--- src/rtl/alu8_pkg.sv ---
package alu8_pkg;
   localparam int STATUS_W = 8;
   localparam int FLG_C    = 0;
   localparam int FLG_DC   = 1;
   localparam int FLG_Z    = 2;
   localparam int FLG_OV   = 3;
   localparam int FLG_N    = 4;
   localparam int FLAGS_W  = 5;

   typedef enum logic [3:0] {
      OP_ADD    = 4'd0,
      OP_ADDC   = 4'd1,
      OP_SUBFW  = 4'd2,
      OP_SUBLW  = 4'd3,
      OP_SUBWFB = 4'd4,
      OP_SUBFWB = 4'd5,
      OP_AND    = 4'd6,
      OP_OR     = 4'd7,
      OP_XOR    = 4'd8,
      OP_RLC    = 4'd9,
      OP_RRC    = 4'd10,
      OP_SWAP   = 4'd11,
      OP_RSV12  = 4'd12,
      OP_RSV13  = 4'd13,
      OP_RSV14  = 4'd14,
      OP_RSV15  = 4'd15
   } op_t;

   function automatic logic is_arith(op_t op);
      return op inside {OP_ADD, OP_ADDC, OP_SUBFW, OP_SUBLW, OP_SUBWFB, OP_SUBFWB};
   endfunction

   function automatic logic is_logic(op_t op);
      return op inside {OP_AND, OP_OR, OP_XOR};
   endfunction

   function automatic logic is_rot(op_t op);
      return op inside {OP_RLC, OP_RRC};
   endfunction
endpackage

--- src/rtl/alu8_adder.sv ---
module alu8_adder #(
   parameter int WIDTH = 8
) (
   input  logic [WIDTH-1:0] a_i,
   input  logic [WIDTH-1:0] b_i,
   input  logic             cin_i,
   output logic [WIDTH-1:0] sum_o,
   output logic             cout_o,
   output logic             hcout_o,
   output logic             ovf_o
);
   localparam int HALF  = WIDTH / 2;
   localparam int MID_W = WIDTH - HALF - 1;

   // Segmented chain: low half, middle bits, top bit, so the carries
   // out of bit HALF-1 and into the top bit appear as segment outputs.
   logic [HALF:0]  lo_seg;
   logic [MID_W:0] mid_seg;
   logic [1:0]     top_seg;

   always_comb begin
      lo_seg  = {1'b0, a_i[HALF-1:0]} + {1'b0, b_i[HALF-1:0]}
              + {{HALF{1'b0}}, cin_i};
      mid_seg = {1'b0, a_i[WIDTH-2:HALF]} + {1'b0, b_i[WIDTH-2:HALF]}
              + {{MID_W{1'b0}}, lo_seg[HALF]};
      top_seg = {1'b0, a_i[WIDTH-1]} + {1'b0, b_i[WIDTH-1]}
              + {1'b0, mid_seg[MID_W]};
   end

   assign sum_o   = {top_seg[0], mid_seg[MID_W-1:0], lo_seg[HALF-1:0]};
   assign cout_o  = top_seg[1];
   assign hcout_o = lo_seg[HALF];
   assign ovf_o   = top_seg[1] ^ mid_seg[MID_W];
endmodule

--- src/rtl/alu8_bitops.sv ---
module alu8_bitops
   import alu8_pkg::*;
#(
   parameter int WIDTH = 8
) (
   input  op_t              op_i,
   input  logic [WIDTH-1:0] w_i,
   input  logic [WIDTH-1:0] f_i,
   input  logic             cin_i,
   output logic [WIDTH-1:0] res_o,
   output logic             rot_c_o,
   output logic             rot_dc_o
);
   localparam int HALF = WIDTH / 2;

   logic [WIDTH-1:0] rl_v, rr_v, sw_v;

   for (genvar i = 0; i < WIDTH; i++) begin : g_bit
      if (i == 0) begin : g_lsb
         assign rl_v[i] = cin_i;
      end else begin : g_lsh
         assign rl_v[i] = f_i[i-1];
      end
      if (i == WIDTH-1) begin : g_msb
         assign rr_v[i] = cin_i;
      end else begin : g_rsh
         assign rr_v[i] = f_i[i+1];
      end
      assign sw_v[i] = f_i[(i + HALF) % WIDTH];
   end

   always_comb begin
      unique case (op_i)
         OP_AND:  res_o = w_i & f_i;
         OP_OR:   res_o = w_i | f_i;
         OP_XOR:  res_o = w_i ^ f_i;
         OP_RLC:  res_o = rl_v;
         OP_RRC:  res_o = rr_v;
         OP_SWAP: res_o = sw_v;
         default: res_o = '0;
      endcase
   end

   assign rot_c_o  = (op_i == OP_RLC) ? f_i[WIDTH-1] : f_i[0];
   assign rot_dc_o = (op_i == OP_RLC) ? f_i[HALF-1]  : f_i[HALF];
endmodule

--- src/rtl/alu8_status.sv ---
module alu8_status
   import alu8_pkg::*;
#(
   parameter int WIDTH = 8
) (
   input  logic                clk_i,
   input  logic                rst_ni,
   input  logic                en_i,
   input  op_t                 op_i,
   input  logic [WIDTH-1:0]    res_i,
   input  logic                cout_i,
   input  logic                hcout_i,
   input  logic                ovf_i,
   input  logic                rot_c_i,
   input  logic                rot_dc_i,
   output logic [STATUS_W-1:0] status_o
);
   logic [FLAGS_W-1:0] flags_q, flags_d;
   logic               res_zero;

   assign res_zero = (res_i == '0);

   always_comb begin
      flags_d = flags_q;
      if (en_i) begin
         if (is_arith(op_i)) begin
            flags_d[FLG_N]  = res_i[WIDTH-1];
            flags_d[FLG_OV] = ovf_i;
            flags_d[FLG_Z]  = res_zero;
            flags_d[FLG_DC] = hcout_i;
            flags_d[FLG_C]  = cout_i;
         end else if (is_logic(op_i)) begin
            flags_d[FLG_N]  = res_i[WIDTH-1];
            flags_d[FLG_Z]  = res_zero;
         end else if (is_rot(op_i)) begin
            flags_d[FLG_N]  = res_i[WIDTH-1];
            flags_d[FLG_Z]  = res_zero;
            flags_d[FLG_DC] = rot_dc_i;
            flags_d[FLG_C]  = rot_c_i;
         end
      end
   end

   always_ff @(posedge clk_i or negedge rst_ni) begin
      if (!rst_ni) flags_q <= '0;
      else         flags_q <= flags_d;
   end

   assign status_o = {{(STATUS_W-FLAGS_W){1'b0}}, flags_q};

   // status frozen when disabled or on a reserved code
   assert_hold_R9: assert property (@(posedge clk_i) disable iff (!rst_ni)
      (!en_i || op_i inside {OP_RSV12, OP_RSV13, OP_RSV14, OP_RSV15})
      |=> $stable(flags_q));

   assert_swap_keeps_R8: assert property (@(posedge clk_i) disable iff (!rst_ni)
      (en_i && op_i == OP_SWAP) |=> $stable(flags_q));

   assert_logic_keeps_R6: assert property (@(posedge clk_i) disable iff (!rst_ni)
      (en_i && is_logic(op_i)) |=>
      (flags_q[FLG_OV] == $past(flags_q[FLG_OV]) &&
       flags_q[FLG_DC] == $past(flags_q[FLG_DC]) &&
       flags_q[FLG_C]  == $past(flags_q[FLG_C])));

   assert_zero_flag_R5: assert property (@(posedge clk_i) disable iff (!rst_ni)
      (en_i && (is_arith(op_i) || is_logic(op_i) || is_rot(op_i)))
      |=> (flags_q[FLG_Z] == ($past(res_i) == '0)));

   assert_neg_flag_R5: assert property (@(posedge clk_i) disable iff (!rst_ni)
      (en_i && (is_arith(op_i) || is_logic(op_i) || is_rot(op_i)))
      |=> (flags_q[FLG_N] == $past(res_i[WIDTH-1])));
endmodule

--- src/rtl/alu8_core.sv ---
module alu8_core
   import alu8_pkg::*;
#(
   parameter int DATA_W = 8
) (
   input  logic                clk_i,
   input  logic                rst_ni,
   input  logic                op_en_i,
   input  logic [3:0]          op_i,
   input  logic [DATA_W-1:0]   w_i,
   input  logic [DATA_W-1:0]   f_i,
   output logic [DATA_W-1:0]   result_o,
   output logic [STATUS_W-1:0] status_o
);
   localparam int HALF = DATA_W / 2;

   if ((DATA_W % 2) != 0 || DATA_W < 4) begin : g_bad_width
      $error("alu8_core: DATA_W must be even and at least 4");
   end
   if (HALF * 2 != DATA_W) begin : g_bad_half
      $error("alu8_core: half width does not divide DATA_W");
   end

   op_t              op;
   logic             carry_q;
   logic [DATA_W-1:0] add_a, add_b, add_sum, bit_res;
   logic             add_cin, add_cout, add_hc, add_ovf, rot_c, rot_dc;

   assign op      = op_t'(op_i);
   assign carry_q = status_o[FLG_C];

   // Every arithmetic code maps onto one adder: subtraction inverts the
   // subtrahend and feeds 1 (or the stored no-borrow carry) as carry-in.
   always_comb begin
      add_a   = w_i;
      add_b   = f_i;
      add_cin = 1'b0;
      unique case (op)
         OP_ADDC:            add_cin = carry_q;
         OP_SUBFW, OP_SUBLW: begin add_a = f_i; add_b = ~w_i; add_cin = 1'b1;    end
         OP_SUBWFB:          begin add_a = w_i; add_b = ~f_i; add_cin = carry_q; end
         OP_SUBFWB:          begin add_a = f_i; add_b = ~w_i; add_cin = carry_q; end
         default: ;
      endcase
   end

   alu8_adder #(.WIDTH(DATA_W)) u_adder (
      .a_i(add_a), .b_i(add_b), .cin_i(add_cin),
      .sum_o(add_sum), .cout_o(add_cout), .hcout_o(add_hc), .ovf_o(add_ovf)
   );

   alu8_bitops #(.WIDTH(DATA_W)) u_bitops (
      .op_i(op), .w_i(w_i), .f_i(f_i), .cin_i(carry_q),
      .res_o(bit_res), .rot_c_o(rot_c), .rot_dc_o(rot_dc)
   );

   assign result_o = is_arith(op) ? add_sum : bit_res;

   alu8_status #(.WIDTH(DATA_W)) u_status (
      .clk_i(clk_i), .rst_ni(rst_ni), .en_i(op_en_i), .op_i(op),
      .res_i(result_o), .cout_i(add_cout), .hcout_i(add_hc), .ovf_i(add_ovf),
      .rot_c_i(rot_c), .rot_dc_i(rot_dc), .status_o(status_o)
   );

   assert_add_carry_R2: assert property (@(posedge clk_i) disable iff (!rst_ni)
      (op_en_i && op == OP_ADD) |=>
      (status_o[FLG_C] == ($past(w_i) > ~$past(f_i))));

   assert_sub_noborrow_R3: assert property (@(posedge clk_i) disable iff (!rst_ni)
      (op_en_i && op == OP_SUBFW) |=>
      (status_o[FLG_C] == ($past(f_i) >= $past(w_i))));

   assert_rotl_carry_R7: assert property (@(posedge clk_i) disable iff (!rst_ni)
      (op_en_i && op == OP_RLC) |=> (status_o[FLG_C] == $past(f_i[DATA_W-1])));

   assert_rotr_carry_R7: assert property (@(posedge clk_i) disable iff (!rst_ni)
      (op_en_i && op == OP_RRC) |=> (status_o[FLG_C] == $past(f_i[0])));

   assert_upper_clear_R1: assert property (@(posedge clk_i) disable iff (!rst_ni)
      status_o[STATUS_W-1:FLAGS_W] == '0);
endmodule

--- config.mk ---
export PLATFORM = sky130hd
export DESIGN_NAME = alu8_core
export DESIGN_NICKNAME = d
export VERILOG_FILES = /design/src/rtl/alu8_pkg.sv /design/src/rtl/alu8_adder.sv /design/src/rtl/alu8_bitops.sv /design/src/rtl/alu8_status.sv /design/src/rtl/alu8_core.sv
export SDC_FILE = /design/constraint.sdc
export NUM_CORES = 1
export LEC_CHECK = 0
export BUFFER_PORTS_ARGS = -buffer_cell sky130_fd_sc_hd__buf_2
export CAP_MARGIN = 0
export CORE_UTILIZATION = 60
export DETAILED_ROUTE_END_ITERATION = 16
export GPL_TIMING_DRIVEN = 1
export PLACE_DENSITY = 0.85
export SLEW_MARGIN = 10
export SYNTH_ARGS = -nofsm -noshare
export SYNTH_HDL_FRONTEND = slang
export SYNTH_HIERARCHICAL = 1
export SYNTH_SLANG_ARGS = --single-unit
--- constraint.sdc ---
create_clock -name clk_i -period 6.2 [get_ports clk_i]
set_input_delay 0.62 -clock clk_i [delete_from_list [all_inputs] [get_ports clk_i]]
set_output_delay 0.62 -clock clk_i [all_outputs]
set_load 0.02 [all_outputs]
==> results.sh <==
export IMPL_status="finished clean"
export IMPL_largest_register="u_status/flags_q"
export IMPL_post_cts_setup_buffers=0
export IMPL_final_nets=349
export IMPL_gp_congestion=0.917
export IMPL_synth_seq_cells=5
export IMPL_r2r_end="u_status/flags_q[2]$_DFFE_PN0P_"
export IMPL_cts_buffers_inserted=3
export IMPL_grt_setup_unrepaired="false"
export IMPL_grt_usage_pct=31.6
export IMPL_dp_hpwl_mm=4.47
export IMPL_maxSlewViolCount=0
export IMPL_worstMarginPinSlew_ns=0.734
export IMPL_hp_class="in -> async"
export IMPL_grt_pass1_vias=1966
export IMPL_clockBufferDepth=2
export IMPL_worstSetupPathType="in -> out"
export IMPL_cts_tree="built"
export IMPL_ys_warn_count=6
export IMPL_crit_fanout=39
export IMPL_finalCritPeriodShare_pct=81.9
export IMPL_final_common_cell="inv_1"
export IMPL_vias_per_cell=6.22
export IMPL_avgRoutedWirePerCell_um=17.5
export IMPL_vias=2145
export IMPL_rows=21
export IMPL_worstReg2RegStart="u_status/flags_q[0]$_DFFE_PN0P_"
export IMPL_crit_required_ns=5.58
export IMPL_synth_top_cell_area_share_pct=11.7
export IMPL_initial_core_util_pct=64.9
export IMPL_critPathLaunch="op_i[3]"
export IMPL_period_needed_ns=5.08
export IMPL_clkSinkCount=5
export IMPL_ant_nets=0
export IMPL_chipWidth_um=63.3
export IMPL_drt_iter0_drc=136
export IMPL_hold_viol=0
export IMPL_die_area_mm2=0.00400
export IMPL_ir_drop_uv=103
export IMPL_synth_mux_area_fraction_pct=18.9
export IMPL_cts_max_level=1
export IMPL_drt_pre_antenna_iters=5
export IMPL_synthToLayoutAreaGrowth_pct=6.06
export IMPL_fmax_mhz=197
export IMPL_critPathCaptureType="output pin"
export IMPL_syn_area_per_cell_um2=8.10
export IMPL_ys_seq_area_share_pct=5.56
export IMPL_ios=39
export IMPL_r2r_cells=17
export IMPL_drc_errors=0
export IMPL_ys_types=47
export IMPL_top_regs="u_status/flags_q (5)"
export IMPL_synth_xor_area_share_pct=1.94
export IMPL_slew_headroom_pct=51.1
export IMPL_setup_viol=0
export IMPL_routed_wl_mm=6.03
export IMPL_cts_root_buf="clkbuf_8"
export IMPL_mostFrequentLayoutCells="inv_1, buf_2, a21oi_1, mux2i_1, ha_1"
export IMPL_grt_first_pass_wirelength_mm=9.90
export IMPL_endpoint="result_o[7]"
export IMPL_syn_area_mm2=0.00225
export IMPL_cap_violations=0
export IMPL_synth_top_family_by_area="compound AO/OA/AOI/OAI gates"
export IMPL_antenna_found_initial=0
export IMPL_power_density_mw_per_mm2=161
export IMPL_cts_reportedPaths_clkPinSlew_ns=0.04
export IMPL_synth_fa_ha_area_share_pct=16.1
export IMPL_r2r_setup_slack_ns=2.42
export IMPL_die_y_um=63.3
export IMPL_worstPathArrival_ns=4.46
export IMPL_portBuffers=35
export IMPL_start_kind="input pin"
export IMPL_synth_simple_gate_area_share_pct=12.6
export IMPL_grt_max_degree=40
export IMPL_largest_reg_flops=5
export IMPL_async_flop_share_pct=100
export IMPL_fin_skew_ns=0.00385
export IMPL_yosys_area_top_type="ha_1"
export IMPL_synthFlopType="dfrtp_1"
export IMPL_synth_edff_count=0
export IMPL_coreArea_mm2=0.00347
export IMPL_synthTopCellsByArea="ha_1, mux2i_1, inv_1, a21oi_1, dfrtp_1"
export IMPL_clkLatencyLatePin_ns=0.23
export IMPL_antenna_cells=0
export IMPL_synth_cells=278
export IMPL_holdBufCountCts=0
export IMPL_setup_tns_ns=0
export IMPL_post_cts_resized=0
export IMPL_synth_compound_area_share_pct=30.7
export IMPL_leakagePower_nw=1.22
export IMPL_final_util_pct=68.9
export IMPL_gr_total_overflow=0
export IMPL_drive_gt1_share_pct=23.4
[report_power, final]
group,internal (mW),total (mW),switching (mW)
logic,0.107,0.268,0.161
clock network,0.0446,0.0659,0.0213
registers,0.0434,0.0508,0.00749
total,0.195,0.384,0.189
[worst min-delay path by stage]
stage	slack, ns	endpoint	from
2_1_floorplan	0.32	u_status/flags_q[0]$_DFFE_PN0P_	rst_ni
3_3_place_gp	0.44	u_status/flags_q[3]$_DFFE_PN0P_	rst_ni
3_5_place_dp	0.45	u_status/flags_q[4]$_DFFE_PN0P_	rst_ni
4_1_cts	0.20	u_status/flags_q[4]$_DFFE_PN0P_	rst_ni
5_1_grt	0.21	u_status/flags_q[4]$_DFFE_PN0P_	rst_ni
6_report	0.20	u_status/flags_q[2]$_DFFE_PN0P_	rst_ni
[through the flow]
stage | std cells | cell area [um2] | power [mW] | hold slack (ns) | setup slack (ns)
floorplan | 280 | 2260 | 0.239 | 0.324 | 1.97
global placement | 341 | 2340 | 0.305 | 0.443 | 1.24
detailed placement | 341 | 2340 | 0.311 | 0.448 | 1.16
CTS | 345 | 2390 | 0.382 | 0.200 | 1.14
global route | 345 | 2390 | 0.410 | 0.208 | 0.857
finish | 345 | 2390 | 0.384 | 0.199 | 1.12
[area by class of cell]
type / instances / area, um2
Multi-Input combinational cell: 212 / 1820
Fill cell: 300 / 1080
Timing Repair Buffer: 37 / 190
Inverter: 41 / 154
Sequential cell: 5 / 125
Tap cell: 46 / 57.6
Clock buffer: 4 / 45.0
[critical path, cell delays in order]
cell and delay, ns:
buf_2 0.57, and3b_1 0.41, a221oi_2 0.27, a21oi_1 0.06, inv_1 0.10, fa_1 0.19
inv_1 0.06, fa_1 0.39, a21o_1 0.17, a21oi_1 0.24, fa_1 0.21, inv_1 0.06
a31oi_2 0.25, fa_1 0.46, inv_1 0.06, mux2_2 0.17, buf_2 0.17
[cells by family (layout without fill, tap and decap cells)]
group                    Yosys count  after routing
buffers and inverters             63             82
AND/OR/NAND/NOR                   49             49
XOR/XNOR                           5              5
multiplexers                      40             40
adder cells (fa/ha/maj)           26             26
AO/OA/AOI/OAI                     89             89
other                              1              3
flip-flops                         5              5
[cells in the mapped netlist, types with 4 or more instances]
| cell type | instances |
|---|---|
| fa_1 | 5 |
| o22a_1 | 4 |
| nor2_1 | 4 |
| nor3_1 | 16 |
| nand2b_1 | 4 |
| o21a_1 | 10 |
| mux2i_1 | 26 |
| dfrtp_1 | 5 |
| nand3b_1 | 7 |
| buf_2 | 7 |
| ha_1 | 21 |
| mux2_2 | 11 |
| buf_6 | 7 |
| a32o_1 | 8 |
| buf_4 | 5 |
| a21o_1 | 10 |
| nand2_1 | 7 |
| a221oi_2 | 8 |
| xor2_1 | 4 |
| inv_1 | 41 |
| o21ai_0 | 7 |
| a21oi_1 | 29 |
[layer usage]
layer	GRT usage (%)	share of wire, %
met1	44.1	43
met2	51.2	47
met3	3.08	7.4
met4	8.81	2.5
met5	0	0
Note: power is estimated with default switching activity, not from simulation.
